--- config.mk ---
export PLATFORM = sky130hd
export DESIGN_NAME = burst_col_gen
export DESIGN_NICKNAME = d
export VERILOG_FILES = /design/src/rtl/burst_col_gen.sv
export SDC_FILE = /design/constraint.sdc
export NUM_CORES = 1
export LEC_CHECK = 0
export BUFFER_PORTS_ARGS = -buffer_cell sky130_fd_sc_hd__buf_4
export CAP_MARGIN = 30
export CELL_PAD_IN_SITES_DETAIL_PLACEMENT = 1
export CELL_PAD_IN_SITES_GLOBAL_PLACEMENT = 1
export CORE_MARGIN = 5
export CORE_UTILIZATION = 37
export CTS_BUF_LIST = sky130_fd_sc_hd__clkbuf_4 sky130_fd_sc_hd__clkbuf_8
export DETAILED_ROUTE_END_ITERATION = 10
export PLACE_DENSITY = 0.81
export REMOVE_ABC_BUFFERS = 1
export SYNTH_ARGS = -nofsm -noshare
export SYNTH_HDL_FRONTEND = slang
export SYNTH_SLANG_ARGS = --single-unit
--- constraint.sdc ---
create_clock -name clk -period 1.7 [get_ports clk]
set_input_delay 0.17 -clock clk [delete_from_list [all_inputs] [get_ports clk]]
set_output_delay 0.17 -clock clk [all_outputs]
set_load 0.02 [all_outputs]
--- src/rtl/burst_col_gen.sv ---
module burst_col_gen #(
  parameter int COL_W  = 8,
  parameter int CODE_W = 3
) (
  input  logic              clk,
  input  logic              rst_n,
  input  logic              start,
  input  logic [COL_W-1:0]  start_col,
  input  logic [CODE_W-1:0] len_code,
  input  logic              term,
  output logic [COL_W-1:0]  col,
  output logic              beat_valid,
  output logic              done
);
  localparam int BLK_W = 3;
  localparam logic [CODE_W-1:0] PAGE_CODE = CODE_W'(7);

  logic [COL_W-1:0] col_q, mask_q, mask_d, col_nxt;
  logic [BLK_W-1:0] cnt_q;
  logic             valid_q, page_q, last;

  always_comb begin
    case (len_code)
      CODE_W'(1): mask_d = COL_W'(1);
      CODE_W'(2): mask_d = COL_W'(3);
      CODE_W'(3): mask_d = COL_W'(7);
      PAGE_CODE:  mask_d = '1;
      default:    mask_d = '0;
    endcase
  end

  assign col_nxt = (col_q & ~mask_q) | ((col_q + COL_W'(1)) & mask_q);
  assign last    = valid_q & ~page_q & (cnt_q == mask_q[BLK_W-1:0]);
  assign done    = valid_q & (last | term);

  assign col        = col_q;
  assign beat_valid = valid_q;

  always_ff @(posedge clk) begin
    if (!rst_n) begin
      col_q   <= '0;
      mask_q  <= '0;
      cnt_q   <= '0;
      valid_q <= 1'b0;
      page_q  <= 1'b0;
    end else if (start) begin
      col_q   <= start_col;
      mask_q  <= mask_d;
      cnt_q   <= '0;
      valid_q <= 1'b1;
      page_q  <= (len_code == PAGE_CODE);
    end else if (done) begin
      valid_q <= 1'b0;
    end else if (valid_q) begin
      col_q <= col_nxt;
      cnt_q <= cnt_q + BLK_W'(1);
    end
  end

  AST_LOAD_COLUMN: assert property (@(posedge clk) disable iff (!rst_n)
    start |=> (beat_valid && col == $past(start_col)));
  AST_DONE_ON_BEAT: assert property (@(posedge clk) disable iff (!rst_n)
    done |-> beat_valid);
  AST_END_AFTER_DONE: assert property (@(posedge clk) disable iff (!rst_n)
    (done && !start) |=> !beat_valid);
  AST_STEP_EACH_BEAT: assert property (@(posedge clk) disable iff (!rst_n)
    (beat_valid && !done && !start) |=> (beat_valid && col[0] != $past(col[0])));
  AST_UPPER_FIXED: assert property (@(posedge clk) disable iff (!rst_n)
    (beat_valid && !done && !start && !page_q) |=> (col[COL_W-1:BLK_W] == $past(col[COL_W-1:BLK_W])));
  AST_IDLE_STAYS: assert property (@(posedge clk) disable iff (!rst_n)
    (!beat_valid && !start) |=> (!beat_valid && !done));
endmodule

==> results.md, run 1 <==
- Async S/R FF share, synth: 0
- Core area: 2150 sq um
- Dpl hpwl: 1600 microns
- Min-delay worst type: input pin to flop
- N_diodes: 0
- Area growth, synth to finish: 30.1%
- Worst slew pin tran: 0.270 ns
- Register area share after synthesis: 0.396
- Number of synthesized register bits: 16
- Dominant cells by area after synthesis: dfxtp_1 40%, o21ai_0 6.8%, nand2_1 5.1%, xnor2_1 4.3%, xor2_1 4.3%
- Final core occ: 0.490
- DR WL/cell: 13.7 microns
- Yosys warns: 0
- CTS tree: done
- Fmax: 644 MHz
- Initial core utilization: 0.377
- Initial antenna violation count: 0
- Share of layout cells above drive strength 1: 0.264
- CTS Buf Count: 3
- Cell Count, Final, Fillers Out: 149
- Synth unique cells: 28
- Share of the synthesized area in the top cell type: 0.396
- Slew headroom: 0.818
- PnR worst setup slack: 0.148 ns
- Worst slack at placement: 0.224 ns
- Vias per Instance: 5.30
- H-tree depth: 1
- # clock sinks: 16
- Min Tclk post-route: 1.55 ns
- Setup Viol. Count Final: 0
- Critical Path RT: 1.53 ns
- Drt first pass iters: 3
- Die height: 56.8 microns
- Design area: 1050 sq um
- Gr ovfl total: 0
- Max Root-Sink Buffers: 2
- Remaining DRCs: 0
- Register area: 320 sq um
- Clock Latency Late Sink: 0.30 ns
- Startpoint types: flop
- Chip Width: 56.8 microns
- Final worst-path cycle share: 0.913
- Total GRT Usage: 0.141
- Commonest cells after routing, fill and taps aside: 26 x buf_4, 16 x dfxtp_1, 11 x nand2_1, 11 x o21ai_0
- Largest net degree at the start of global routing: 15
- Crit path kind: flop to output pin
- Synth Cell Area: 810 sq um
- Setup TNS: 0 ns
- Multi-input gate area: 452 sq um
- Drt initial violations: 10
- Max-slew violations: 0
- I/O pins: 25
- First-pass GRT wire length: 3610 microns
- RSZ-0062 raised after global routing: no
- Post-CTS Setup Repair Bufs: 0
- Mean Syn Cell Area: 8.52 sq um
- Reg clk slew, reported paths: 0.10 ns
- Commonest non-fill, non-tap cell in the layout: buf_4
- Die area: 3220 sq um
- Post-synth EDFFs: 0
- Hold_buf cts: 0
- Final Hold Viols: 0
- Drt total wl: 2050 microns
- Area after DPL: 1020 sq um
- Worst EP arrival: 1.38 ns
- Leakage power: 0.434 nW
- # port buffers: 24
- Max-cap violations: 0
- Power Dens Cells: 781 nW/um^2
- Final nets: 139
- Vias in the first global route: 835
- Post-CTS sizing: 0
- Row count: 17
- Maximum fanout along the worst path: 3
- Max IR drop VDD: 0.420 mV
- Number of nets with antenna violations after routing: 0
- Top FF cell, synth: dfxtp_1
- Status: finished clean
- GP Congestion: 0.684
- Filler instances: 283
- Syn Inst Count: 95
- Cells after DPL: 145
- Vias: 789
- Root Buffer: clkbuf_4
- Setup crit end kind: output pin
- Dominant cell type by area after synthesis: dfxtp_1
- Final Skew: 0.00811 ns
## metal layers
metal  track usage  up-vias  part of all wire
met5             0        -                 0
met4        0.0695        0             0.023
met2         0.252       19              0.53
li1              -      391                 -
met3        0.0345        5             0.055
met1         0.151      374              0.40
## critical path, cell delays in order (launching register included)
cell and delay [ns]:
dfxtp_1 0.35, xor2_1 0.18, nor4_1 0.27, o21a_1 0.15
buf_4 0.14
## report_power, final
part           leakage (nW)  switching (mW)  internal, mW  total, mW
Combinational         0.281          0.0739        0.0711      0.145
Sequential            0.132          0.0199         0.394      0.414
Clock                0.0210           0.132         0.131      0.263
## layout make-up
type	count	area share
flip-flops and latches	16	0.304
repair buffers	26	0.185
clock buffers	4	0.0344
well taps	28	0.0333
inverters	4	0.0143
multi-input cells	71	0.429
## worst paths after layout
check | from | to | slack, ns | depth (start not counted)
worst max-delay path | cnt_q[1] | done | 0.15 | 4
worst min-delay path | start | mask_q[0] | 0.14 | 2
worst max register to register | mask_q[2] | col[0] | 0.19 | 5
worst min register to register | mask_q[2] | mask_q[2] | 0.51 | 2
## stage by stage
step                power [mW]  hold slack, ns
finish                   0.822           0.139
global route             0.867           0.161
CTS                      0.831           0.135
detailed placement       0.571           0.449
global placement         0.564           0.439
floorplan                0.491           0.270
## cell families after synthesis
logic type	after synthesis	share of synthesized area
fa+ha+maj	2	0.0309
simple gates	31	0.199
compound gates	29	0.229
xor+xnor	8	0.0865
buf+inv	8	0.0464
flops	16	0.396
mux	1	0.0124
## synth_stat cells, types with 2 or more instances
cell / count
ha_1: 2
a21oi_1: 5
o21a_1: 2
o211ai_1: 2
nor2_1: 3
o21ai_0: 11
clkbuf_1: 3
dfxtp_1: 16
a31oi_1: 3
nor3_1: 5
xnor2_1: 4
nand2_1: 11
inv_1: 4
a21boi_0: 4
or3_1: 4
xor2_1: 4
(Power assumes the default switching activity.)
==> inputs of run 2 (changes only) <==
--- a/config.mk
+++ b/config.mk
@@ -13,7 +13,7 @@
 export CORE_UTILIZATION = 37
 export CTS_BUF_LIST = sky130_fd_sc_hd__clkbuf_4 sky130_fd_sc_hd__clkbuf_8
 export DETAILED_ROUTE_END_ITERATION = 10
-export PLACE_DENSITY = 0.81
+export PLACE_DENSITY = 0.82
 export REMOVE_ABC_BUFFERS = 1
 export SYNTH_ARGS = -nofsm -noshare
 export SYNTH_HDL_FRONTEND = slang
==> results.md, run 2 (synthesis gave the netlist of run 1 again) <==
- Vias in the first global route: 762 (was 835)
- # clock sinks: 16 (unchanged)
- Power Dens Cells: 770 nW/um^2 (was 781 nW/um^2)
- Drt first pass iters: 3 (unchanged)
- Chip Width: 56.8 microns (unchanged)
- Final Power: 816 uW (was 822 uW)
- Final nets: 139 (unchanged)
- DR WL/cell: 13.9 microns (was 13.7 microns)
- Min Tclk post-route: 1.56 ns (was 1.55 ns)
- Final core occ: 0.493 (was 0.490)
- PnR worst setup slack: 0.135 ns (was 0.148 ns)
- Setup crit end kind: output pin (unchanged)
- Critical Path RT: 1.53 ns (about the same)
- CTS Buf Count: 3 (unchanged)
- Setup TNS: 0 ns (unchanged)
- Initial core utilization: 0.377 (unchanged)
- Final Skew: 0.00707 ns (was 0.00811 ns)
- Max Root-Sink Buffers: 2 (unchanged)
- Share of layout cells above drive strength 1: 0.273 (was 0.264)
- Fmax: 639 MHz (was 644 MHz)
- Worst slew pin tran: 0.310 ns (was 0.270 ns)
- Slew headroom: 0.793 (was 0.818)
- Area growth, synth to finish: 30.9% (was 30.1%)
- Leakage power: 0.435 nW (was 0.434 nW)
- Final worst-path cycle share: 0.920 (was 0.913)
- # port buffers: 24 (unchanged)
- GP Congestion: 0.723 (was 0.684)
- Initial antenna violation count: 0 (unchanged)
- Min-Delay Path Depth: 2 (unchanged)
- Dpl hpwl: 1620 microns (was 1600 microns)
- Clock Latency Late Sink: 0.29 ns (was 0.30 ns)
- First-pass GRT wire length: 3410 microns (was 3610 microns)
- Largest net degree at the start of global routing: 15 (unchanged)
- Final Hold Viols: 0 (unchanged)
- Worst slack at placement: 0.226 ns (was 0.224 ns)
- Root Buffer: clkbuf_4 (unchanged)
- Status: finished clean (unchanged)
- H-tree depth: 1 (unchanged)
- Core area: 2150 sq um (unchanged)
- Crit path kind: flop to output pin (unchanged)
- Total GRT Usage: 0.133 (was 0.141)
- Die height: 56.8 microns (unchanged)
- Vias per Instance: 5.21 (was 5.30)
- Number of nets with antenna violations after routing: 0 (unchanged)
- Drt initial violations: 3 (was 10)
- Row count: 17 (unchanged)
- Cells along the critical path: xor2_1 -> nor4_2 -> o21a_1 -> buf_4 (was xor2_1 -> nor4_1 -> o21a_1 -> buf_4)
- Vias: 776 (was 789)
- Max-slew violations: 0 (unchanged)
- Drt total wl: 2070 microns (was 2050 microns)
- Reg clk slew, reported paths: 0.10 ns (about the same)
- N_diodes: 0 (unchanged)
- Die area: 3220 sq um (unchanged)
- Slowest CP cell: dfxtp_1 (unchanged)
- Startpoint types: flop (unchanged)
- RSZ-0062 raised after global routing: no (unchanged)
- Min-delay worst type: input pin to flop (unchanged)
- R2r worst-path depth: 5 (unchanged)
- I/O pins: 25 (unchanged)
- Commonest non-fill, non-tap cell in the layout: buf_4 (unchanged)
- Max IR drop VDD: 0.346 mV (was 0.420 mV)
- Setup Viol. Count Final: 0 (unchanged)
- Commonest cells after routing, fill and taps aside: 26 x buf_4, 16 x dfxtp_1, 11 x nand2_1, 11 x o21ai_0 (unchanged)
- Worst path max stage delay: 0.40 ns (was 0.35 ns)
- Maximum fanout along the worst path: 3 (unchanged)
- Max-cap violations: 0 (unchanged)
- Remaining DRCs: 0 (unchanged)
- Worst EP arrival: 1.39 ns (was 1.38 ns)
- CTS tree: done (unchanged)
- Gr ovfl total: 0 (unchanged)
## run 2: cell counts in the layout (fill, tap and decap cells not counted)
Identical to the previous run, type by type.
## run 2: cell type report
| cell class | instances | area (sq um) |
|---|---|---|
| Clock buffer | 4 | 36.3 |
| Fill cell | 271 | 1090 |
| Inverter | 4 | 15.0 |
| Multi-Input combinational cell | 71 | 458 |
| Sequential cell | 16 | 320 |
| Tap cell | 28 | 35.0 |
| Timing Repair Buffer | 26 | 195 |
## run 2: timing repair
item	4_1_cts	5_1_grt
hold buffers	0	0
endpoints found under the hold margin	0	0
gates resized for setup	0	1
endpoints found under the setup margin	0	1
setup buffers	0	0
## run 2: final timing paths
check,start,endpoint,slack [ns]
worst max-delay path,cnt_q[0],done,0.14
worst min-delay path,start,mask_q[0],0.14
worst max register to register,cnt_q[0],flop,0.15
worst min register to register,cnt_q[2],cnt_q[2],0.51
## run 2: metrics by stage
| step | hold WS, ns | std cells | instance area, sq um |
|---|---|---|---|
| global placement | 0.439 | 145 | 1020 |
| detailed placement | 0.451 | 145 | 1020 |
| global route | 0.130 | 149 | 1060 |
| CTS | 0.130 | 149 | 1050 |
| floorplan | 0.270 | 91 | 787 |
| finish | 0.144 | 149 | 1060 |
## run 2: critical path, delay by kind of cell (launching register included)
kind                      cells  cell delay [ns]
AOI/OAI and AO/OA             1             0.18
xor gates and xnor gates      1             0.30
DFF                           1             0.40
and+or+nand+nor               1             0.07
buffers and inverters         1             0.15
## run 2: where the power goes
part           leakage [nW]  switching (mW)  internal (mW)
logic                 0.282          0.0748         0.0720
registers             0.132          0.0198          0.394
clock network        0.0210           0.125          0.130
## run 2: metal layers
metal,GRT usage,part of all wire
met1,0.143,0.42
met2,0.241,0.51
met3,0.0414,0.062
met4,0.0497,0.012
met5,0,0
